`src/rtl/pfd_pkg.sv`:
```
package pfd_pkg;

  typedef struct packed {
    logic up;
    logic dn;
  } pump_t;

  // Lock decision: one-sided width strictly below the window.
  function automatic logic err_within(input int unsigned err, input int unsigned win);
    return err < win;
  endfunction

endpackage

```
`src/rtl/pfd_rise.sv`:
```
module pfd_rise (
  input  logic clk,
  input  logic rst_n,
  input  logic lvl,
  output logic rise
);
  logic prev_q;

  always_ff @(posedge clk) begin
    if (!rst_n) prev_q <= 1'b0;
    else        prev_q <= lvl;
  end

  assign rise = lvl & ~prev_q;
endmodule

```
`src/rtl/pfd_sync.sv`:
```
module pfd_sync #(
  parameter int STAGES = 2
) (
  input  logic clk,
  input  logic rst_n,
  input  logic d,
  output logic q
);
  logic [STAGES-1:0] sr_q;

  generate
    if (STAGES == 1) begin : g_one
      always_ff @(posedge clk) begin
        if (!rst_n) sr_q <= '0;
        else        sr_q <= d;
      end
    end else begin : g_many
      always_ff @(posedge clk) begin
        if (!rst_n) sr_q <= '0;
        else        sr_q <= {sr_q[STAGES-2:0], d};
      end
    end
  endgenerate

  assign q = sr_q[STAGES-1];
endmodule

```
`src/rtl/pfd_core.sv`:
```
module pfd_core
  import pfd_pkg::*;
#(
  parameter int CLR_DLY = 2
) (
  input  logic  clk,
  input  logic  rst_n,
  input  logic  ref_rise,
  input  logic  main_rise,
  input  logic  start_ok,
  output pump_t pump,
  output logic  busy
);
  localparam int CW = (CLR_DLY < 2) ? 1 : $clog2(CLR_DLY + 1);

  logic [CW-1:0] clr_cnt;
  logic both, clr_hit, allow;

  assign busy    = pump.up | pump.dn;
  assign both    = pump.up & pump.dn;
  assign clr_hit = both && (clr_cnt == CW'(CLR_DLY - 1));
  // A new comparison may only open while powered; an open one always completes.
  assign allow   = busy | start_ok;

  always_ff @(posedge clk) begin
    if (!rst_n) begin
      pump    <= '0;
      clr_cnt <= '0;
    end else begin
      if (clr_hit) begin
        pump <= '0;
      end else begin
        pump.up <= pump.up | (ref_rise  & allow);
        pump.dn <= pump.dn | (main_rise & allow);
      end
      if (both && !clr_hit) clr_cnt <= clr_cnt + 1'b1;
      else                  clr_cnt <= '0;
    end
  end
endmodule

```
`src/rtl/pfd_lock_mon.sv`:
```
module pfd_lock_mon
  import pfd_pkg::*;
#(
  parameter int LOCK_WIN = 3
) (
  input  logic  clk,
  input  logic  rst_n,
  input  logic  run,
  input  pump_t pump,
  output logic  lock_q
);
  localparam int WW = $clog2(LOCK_WIN + 1);

  logic [WW-1:0] err_cnt;

  always_ff @(posedge clk) begin
    if (!rst_n || !run) begin
      err_cnt <= '0;
      lock_q  <= 1'b0;
    end else begin
      if (pump.up ^ pump.dn) begin
        if (err_cnt != WW'(LOCK_WIN)) err_cnt <= err_cnt + 1'b1;
      end else if (!pump.up) begin
        err_cnt <= '0;
      end
      if (pump.up & pump.dn) lock_q <= err_within(32'(err_cnt), LOCK_WIN);
    end
  end
endmodule

```
`src/rtl/pfd_lock_top.sv`:
```
module pfd_lock_top
  import pfd_pkg::*;
#(
  parameter int CLR_DLY     = 2,
  parameter int LOCK_WIN    = 3,
  parameter int SYNC_STAGES = 2
) (
  input  logic clk,
  input  logic rst_n,
  input  logic ref_div,
  input  logic main_div,
  input  logic fast_req,
  input  logic pwr_pin,
  input  logic pwr_bit,
  input  logic lock_en,
  output logic up_main,
  output logic dn_main,
  output logic up_fast,
  output logic dn_fast,
  output logic lock_flag
);
  // Named internal events, visible to the bound checker.
  logic  ref_rise, main_rise, fast_sync, pwr_req, start_ok, busy;
  logic  run_on, fast_on, lock_q;
  pump_t pump;

  pfd_rise u_ref_rise  (.clk(clk), .rst_n(rst_n), .lvl(ref_div),  .rise(ref_rise));
  pfd_rise u_main_rise (.clk(clk), .rst_n(rst_n), .lvl(main_div), .rise(main_rise));

  pfd_sync #(.STAGES(SYNC_STAGES)) u_fast_sync (
    .clk(clk), .rst_n(rst_n), .d(fast_req), .q(fast_sync)
  );

  assign pwr_req  = pwr_pin & pwr_bit;
  assign start_ok = run_on & pwr_req;

  // Power and fast-path state move only at idle edges.
  always_ff @(posedge clk) begin
    if (!rst_n) begin
      run_on  <= 1'b0;
      fast_on <= 1'b0;
    end else if (!busy) begin
      run_on  <= pwr_req;
      fast_on <= fast_sync;
    end
  end

  pfd_core #(.CLR_DLY(CLR_DLY)) u_core (
    .clk(clk), .rst_n(rst_n), .ref_rise(ref_rise), .main_rise(main_rise),
    .start_ok(start_ok), .pump(pump), .busy(busy)
  );

  pfd_lock_mon #(.LOCK_WIN(LOCK_WIN)) u_lock (
    .clk(clk), .rst_n(rst_n), .run(run_on), .pump(pump), .lock_q(lock_q)
  );

  assign up_main   = pump.up;
  assign dn_main   = pump.dn;
  assign up_fast   = pump.up & fast_on;
  assign dn_fast   = pump.dn & fast_on;
  assign lock_flag = lock_en ? lock_q : 1'b1;
endmodule

```
`config.mk`:
```
export PLATFORM = sky130hd
export DESIGN_NAME = pfd_lock_top
export DESIGN_NICKNAME = d
export VERILOG_FILES = /design/src/rtl/pfd_pkg.sv /design/src/rtl/pfd_rise.sv /design/src/rtl/pfd_sync.sv /design/src/rtl/pfd_core.sv /design/src/rtl/pfd_lock_mon.sv /design/src/rtl/pfd_lock_top.sv
export SDC_FILE = /design/constraint.sdc
export NUM_CORES = 1
export LEC_CHECK = 0
export CORE_MARGIN = 5
export CORE_UTILIZATION = 40
export CTS_BUF_LIST = sky130_fd_sc_hd__clkbuf_2 sky130_fd_sc_hd__clkbuf_4 sky130_fd_sc_hd__clkbuf_8
export CTS_CLUSTER_DIAMETER = 60
export DETAILED_ROUTE_END_ITERATION = 10
export GPL_ROUTABILITY_DRIVEN = 0
export PLACE_DENSITY_LB_ADDON = 0.05
export SLEW_MARGIN = 10
export SYNTH_ARGS = -nofsm -noshare
export SYNTH_HDL_FRONTEND = slang
export SYNTH_SLANG_ARGS = --single-unit
```
`constraint.sdc`:
```
create_clock -name clk -period 1.4 [get_ports clk]
set_input_delay 0.14 -clock clk [delete_from_list [all_inputs] [get_ports clk]]
set_output_delay 0.14 -clock clk [all_outputs]
set_load 0.01 [all_outputs]
```
==> impl_metrics.py, run 1 <==
metrics = {
    "timing": {
        "rsz0062_at_grt": "no",
        "max_freq_ghz": 0.7462,
        "tightest_slew_ns": 0.2089,
        "tns_ns": 0,
        "fin_skew_ns": 0.006062,
        "setup_viol": 0,
        "post-route-period-util_pct": 95.72,
        "min_period_ns": 1.340,
        "drv_slew": 0,
        "hold_viol": 0,
        "slew_headroom_pct": 85.67,
    },
    "critical_path": {
        "reg2reg_from": "u_core.pump[1]",
        "worst-path-buf-inv": 1,
        "cp.arrival_ns": 1.20,
        "slowest_stage": "clkdlybuf4s50_1",
        "cp_max_fo": 6,
        "crit_path_start_kind": "flop",
        "crit_path_end_kind": "output pin",
        "cp_cell_sequence": "clkdlybuf4s50_1",
        "reg2reg_to": "u_lock.err_cnt[1]",
        "r2r_cells": 4,
        "worstSetupPathDepth": 1,
        "critical-path-top-delay-family": "buffers and inverters",
        "max_stage_delay_ns": 0.55,
        "r2r_setup_slack_ns": 0.17,
        "crit_required_ns": 1.26,
        "crit_type": "reg2out",
    },
    "cts": {
        "root_buffer": "clkbuf_4",
        "cts_tree": "done",
        "clk_pin_slew_ns": 0.09,
        "cts_setup_buffers": 0,
        "cts_max_level": 1,
        "cts_max_path_buffers": 2,
        "cts_made_buffers": 3,
        "ctsHoldBuffers": 0,
        "clock_latency_ns": 0.27,
        "cts.sinks": 13,
        "post_cts_resized": 4,
    },
    "global_routing": {
        "grt.overflow.total": 0,
        "antenna_found_initial": 0,
        "grt_pass1_vias": 404,
        "grt_max_degree": 8,
        "grt_use_total_pct": 11.21,
        "grt_pass1_wl_mm": 1.704,
    },
    "logic_synthesis": {
        "avgSynthCellArea_sq_um": 10.33,
        "synth.distinct_cells": 19,
        "postSynthCellCount": 54,
        "synthesis.area_sq_um": 558.0,
        "synth_area_leaders": "dfxtp_1 47%, ha_1 9.0%, and2_1 6.7%",
        "synth_nets": 66,
        "synth-seq-area-share_pct": 46.64,
        "yosys_warnings": 0,
        "ys_seq_elements": 13,
        "synth_top_area_cell": "dfxtp_1",
        "synth_top_area_share_pct": 46.64,
    },
    "power_and_ir_drop": {
        "swShare_pct": 21.78,
        "switchingPower_mw": 0.1520,
        "irDropWorstVdd_v": 0.0004634,
        "pwr-share-comb_pct": 8.5,
        "p_int_mw": 0.5457,
        "power_leakage_nw": 0.2984,
        "finalPower_mw": 0.6977,
        "seq_power_share_pct": 55.0,
        "powerDensity_nw_per_um2": 946.7,
        "clkPwrFrac_pct": 36.5,
    },
    "finish": {
        "finalInstanceArea_sq_um": 737.0,
        "final_cells": 86,
        "syn2layout_area_growth_pct": 32.06,
        "regArea_sq_um": 262.8,
        "multiInputGateArea_sq_um": 275.3,
        "drive_above_1_share_pct": 16.90,
        "num-nets-final": 84,
        "n_fill_cell": 132,
        "antennaDiodeCount": 0,
    },
    "drt": {
        "vias": 418,
        "drc": 0,
        "ant_nets": 0,
        "dr.pass1.iters": 2,
        "finalWirelength_microns": 988,
        "initialDrtViolationCount": 4,
        "wl_per_cell_microns": 11.49,
        "vias_per_cell": 4.860,
    },
    "floorplanning": {
        "io_pins": 13,
        "die_y_microns": 47.35,
        "rows": 13,
        "core_sq_um": 1318,
        "dieArea_sq_um": 2242,
        "initial_core_util_pct": 42.36,
        "die_w_microns": 47.35,
    },
    "hold_path": {
        "whs_path_depth": 1,
        "hp-class": "reg2reg",
        "hold_end": "u_core.clr_cnt[0]",
        "min_from": "u_core.clr_cnt[0]",
    },
    "run": {
        "maxCapViolations": 0,
    },
    "placed_design": {
        "placed_cell_area_sq_um": 704.4,
        "post-place-cells": 82,
        "dp_hpwl_microns": 800.4,
        "port_buffers": 12,
    },
    "outcome": {
        "status": "completed",
    },
}
==> flip-flops by register name, summed over array words and instances, names as in the netlist <==
| name | cells |
|---|---|
| u_fast_sync.sr_q | 2 |
| u_main_rise.prev_q | 1 |
| u_lock.err_cnt | 2 |
| u_core.clr_cnt | 2 |
| u_ref_rise.prev_q | 1 |
| fast_on | 1 |
| run_on | 1 |
| u_core.pump | 2 |
| u_lock.lock_q | 1 |
==> routing by layer <==
| metal | GRT usage, % | wire (microns) |
|---|---|---|
| met4 | 4.972 | 0 |
| met3 | 4.598 | 73 |
| met2 | 15.51 | 397 |
| met1 | 15.07 | 518 |
| met5 | 0 | 0 |
==> synth_stat cells <==
cell and number:
a211oi_1 1, a21bo_2 1, a21boi_0 1, a221oi_2 2
and2_1 6, buf_4 1, dfxtp_1 13, ha_1 4
inv_1 4, mux2i_1 2, nand2_1 1, nand2b_1 4
nand3_1 3, nand3_2 1, nand3b_1 1, nand4b_1 1
nor2_1 3, nor2b_1 3, o22ai_1 2
==> layout make-up <==
| type | instances | area share [%] |
|---|---|---|
| sequential | 13 | 35.65 |
| tap | 15 | 2.547 |
| timing repair buffer | 14 | 18.34 |
| clock buffer | 4 | 4.075 |
| multi-input combinational | 36 | 37.35 |
| inverter | 4 | 2.037 |
==> metrics by stage <==
step	hold WS (ns)	utilization (%)	worst slack (ns)
2_1_floorplan	0.2673	-	0.1786
3_3_place_gp	0.4154	53.47	0.1206
3_5_place_dp	0.4165	53.47	0.1135
4_1_cts	0.4282	55.75	0.01005
5_1_grt	0.4371	55.94	0.01708
6_report	0.4314	55.94	0.05990
==> worst max path at each step <==
stage | end | from | slack [ns]
after floorplan | u_lock.err_cnt[0] | u_core.pump[1] | 0.18
after global placement | lock_flag | lock_en | 0.12
after detailed placement | u_lock.err_cnt[1] | u_core.pump[1] | 0.11
after CTS | lock_flag | u_lock.lock_q | 0.01
after global routing | up_main | u_core.pump[1] | 0.02
final | up_main | u_core.pump[1] | 0.06
==> power by group through the flow <==
| stage | clock, mW | sequential [mW] | combinational (mW) |
|---|---|---|---|
| finish | 0.255 | 0.384 | 0.0591 |
| global route | 0.283 | 0.385 | 0.0640 |
| CTS | 0.262 | 0.384 | 0.0608 |
| detailed placement | 0 | 0.392 | 0.0605 |
| global placement | 0 | 0.393 | 0.0604 |
| floorplan | 0 | 0.391 | 0.0265 |
==> kinds of logic (layout without fill, tap and decap cells) <==
logic type,Yosys count,count (layout),share of synthesized area (%)
compound gates,7,7,12.11
fa+ha+maj,4,4,8.969
buf+inv,5,22,4.036
flops,13,13,46.64
mux,2,2,3.588
simple gates,23,23,24.66
==> layout by cell type, fill, tap and decap left out <==
cell type / Yosys / routed
nand3_1: 3 / 3
mux2i_1: 2 / 2
a21boi_0: 1 / 1
nand4b_1: 1 / 1
nor2_1: 3 / 3
buf_4: 1 / 2
nand2b_1: 4 / 4
nand3b_1: 1 / 1
nand3_2: 1 / 1
and2_1: 6 / 6
clkbuf_4: 0 / 4
clkdlybuf4s50_1: 0 / 9
inv_1: 4 / 4
dfxtp_1: 13 / 11
ha_1: 4 / 4
a21bo_2: 1 / 1
dlygate4sd2_1: 0 / 2
nor2b_1: 3 / 3
nand2_1: 1 / 1
a211oi_1: 1 / 1
dlymetal6s2s_1: 0 / 1
o22ai_1: 2 / 2
a221oi_2: 2 / 2
dfxtp_2: 0 / 2
No activity file was read; power rests on OpenSTA's default activity.
==> run 2: changes to the inputs <==
--- a/config.mk
+++ b/config.mk
@@ -12,6 +12,7 @@
 export DETAILED_ROUTE_END_ITERATION = 10
 export GPL_ROUTABILITY_DRIVEN = 0
 export PLACE_DENSITY_LB_ADDON = 0.05
+export RECOVER_POWER = 50
 export SLEW_MARGIN = 10
 export SYNTH_ARGS = -nofsm -noshare
 export SYNTH_HDL_FRONTEND = slang
==> run 2 against run 1 <==
Compared with the run above:
- first-iteration DRC count rose by 25%
- routed wire length down 0.40%
- via count rose by 0.48%
- non-clock buffer count is the same
- combinational power decreased by 5.2%
- core utilization shrank 0.76 points
- critical path depth is the same
- sequential share of layout area is 0.49 points higher
- die area unchanged
- global-route usage stayed put
- critical endpoint unchanged
- register-to-register slack is essentially flat
==> impl_metrics.py, run 2 (same netlist as run 1, synthesis figures left out) <==
metrics = {
    "hold_path": {
        "hp-class": "reg2reg",
    },
    "cts": {
        "cts_max_path_buffers": 2,
        "cts_setup_buffers": 0,
        "root_buffer": "clkbuf_4",
        "post_cts_resized": 4,
        "cts.sinks": 13,
        "clock_latency_ns": 0.27,
        "clk_pin_slew_ns": 0.09,
        "cts_max_level": 1,
        "ctsHoldBuffers": 0,
        "cts_tree": "done",
        "cts_made_buffers": 3,
    },
    "critical_path": {
        "cp.arrival_ns": 1.20,
        "crit_path_start_kind": "flop",
        "cp_cell_sequence": "clkdlybuf4s50_1",
        "crit_required_ns": 1.26,
        "crit_type": "reg2out",
        "cp_max_fo": 6,
        "worst-path-buf-inv": 1,
        "slowest_stage": "clkdlybuf4s50_1",
        "critical-path-top-delay-family": "buffers and inverters",
        "crit_path_end_kind": "output pin",
        "max_stage_delay_ns": 0.55,
    },
    "timing": {
        "hold_viol": 0,
        "holdWs_ns": 0.4314,
        "setup_viol": 0,
        "tightest_slew_ns": 0.2613,
        "max_freq_ghz": 0.7462,
        "drv_slew": 0,
        "post-route-period-util_pct": 95.72,
        "slew_headroom_pct": 82.58,
        "min_period_ns": 1.340,
        "fin_ws_ns": 0.05990,
        "tns_ns": 0,
        "rsz0062_at_grt": "no",
        "fin_skew_ns": 0.005918,
    },
    "global_routing": {
        "use_met2_pct": 15.51,
        "grt.overflow.total": 0,
        "grt_pass1_wl_mm": 1.704,
        "grt_use_total_pct": 11.21,
        "busiest_layer": "met2",
        "grt_use_met1_pct": 15.07,
        "antenna_found_initial": 0,
        "grt_pass1_vias": 404,
        "use_met3_pct": 4.598,
        "grt_max_degree": 8,
    },
    "drt": {
        "drc": 0,
        "ant_nets": 0,
        "vias_per_cell": 4.884,
        "wl_per_cell_microns": 11.44,
        "initialDrtViolationCount": 5,
        "vias": 420,
        "dr.pass1.iters": 2,
        "finalWirelength_microns": 984,
    },
    "finish": {
        "regArea_sq_um": 262.8,
        "n_fill_cell": 133,
        "multiInputGateArea_sq_um": 275.3,
        "finalInstanceArea_sq_um": 726.9,
        "antennaDiodeCount": 0,
        "layout_commonest_cell": "dfxtp_1",
        "drive_above_1_share_pct": 14.08,
        "syn2layout_area_growth_pct": 30.27,
        "final_cell_mix": "11 x dfxtp_1, 8 x clkdlybuf4s50_1, 6 x and2_1",
        "num-nets-final": 84,
    },
    "placed_design": {
        "port_buffers": 12,
        "placed_cell_area_sq_um": 704.4,
        "dp_hpwl_microns": 800.4,
        "dpl_worst_slack_ns": 0.1135,
    },
    "floorplanning": {
        "initial_core_util_pct": 42.36,
        "rows": 13,
        "io_pins": 13,
        "dieArea_sq_um": 2242,
        "die_y_microns": 47.35,
        "core_sq_um": 1318,
        "die_w_microns": 47.35,
    },
    "outcome": {
        "status": "completed",
    },
    "run": {
        "maxCapViolations": 0,
    },
    "power_and_ir_drop": {
        "powerDensity_nw_per_um2": 955.7,
        "irDropWorstVdd_v": 0.0004634,
        "power_leakage_nw": 0.2821,
    },
}
-- run 2: per-stage QoR --
step,instances,util [%],power [mW]
2_1_floorplan,54,-,0.4178
3_3_place_gp,82,53.47,0.4530
3_5_place_dp,82,53.47,0.4529
4_1_cts,86,55.75,0.7064
5_1_grt,86,55.18,0.7293
6_report,86,55.18,0.6948
-- run 2: report_power, final --
part	switching, mW	internal, mW
clock network	0.125	0.130
logic	0.0215	0.0345
registers	0.00514	0.379
total	0.152	0.543
-- run 2: final cells by class --
type / count / share of cell area [%]
clock buffers: 4 / 4.131
inverters: 4 / 2.065
multi-input cells: 36 / 37.87
flip-flops and latches: 13 / 36.14
well taps: 15 / 2.582
repair buffers: 14 / 17.21
-- run 2: path summary, 6_finish.rpt --
kind / to / depth (start not counted) / start / slack [ns]
worst min register to register: u_core.clr_cnt[0] / 1 / u_core.clr_cnt[0] / 0.43
worst min-delay path: u_core.clr_cnt[0] / 1 / u_core.clr_cnt[0] / 0.43
worst max register to register: u_lock.err_cnt[1] / 4 / u_core.pump[1] / 0.17
worst max-delay path: up_main / 1 / u_core.pump[1] / 0.06
-- run 2: routing by layer --
layer  vias to the layer above  routed length, microns
li1                        221                       -
met1                       189                     515
met2                        10                     395
met3                         0                      73
met4                         0                       0
met5                         -                       0
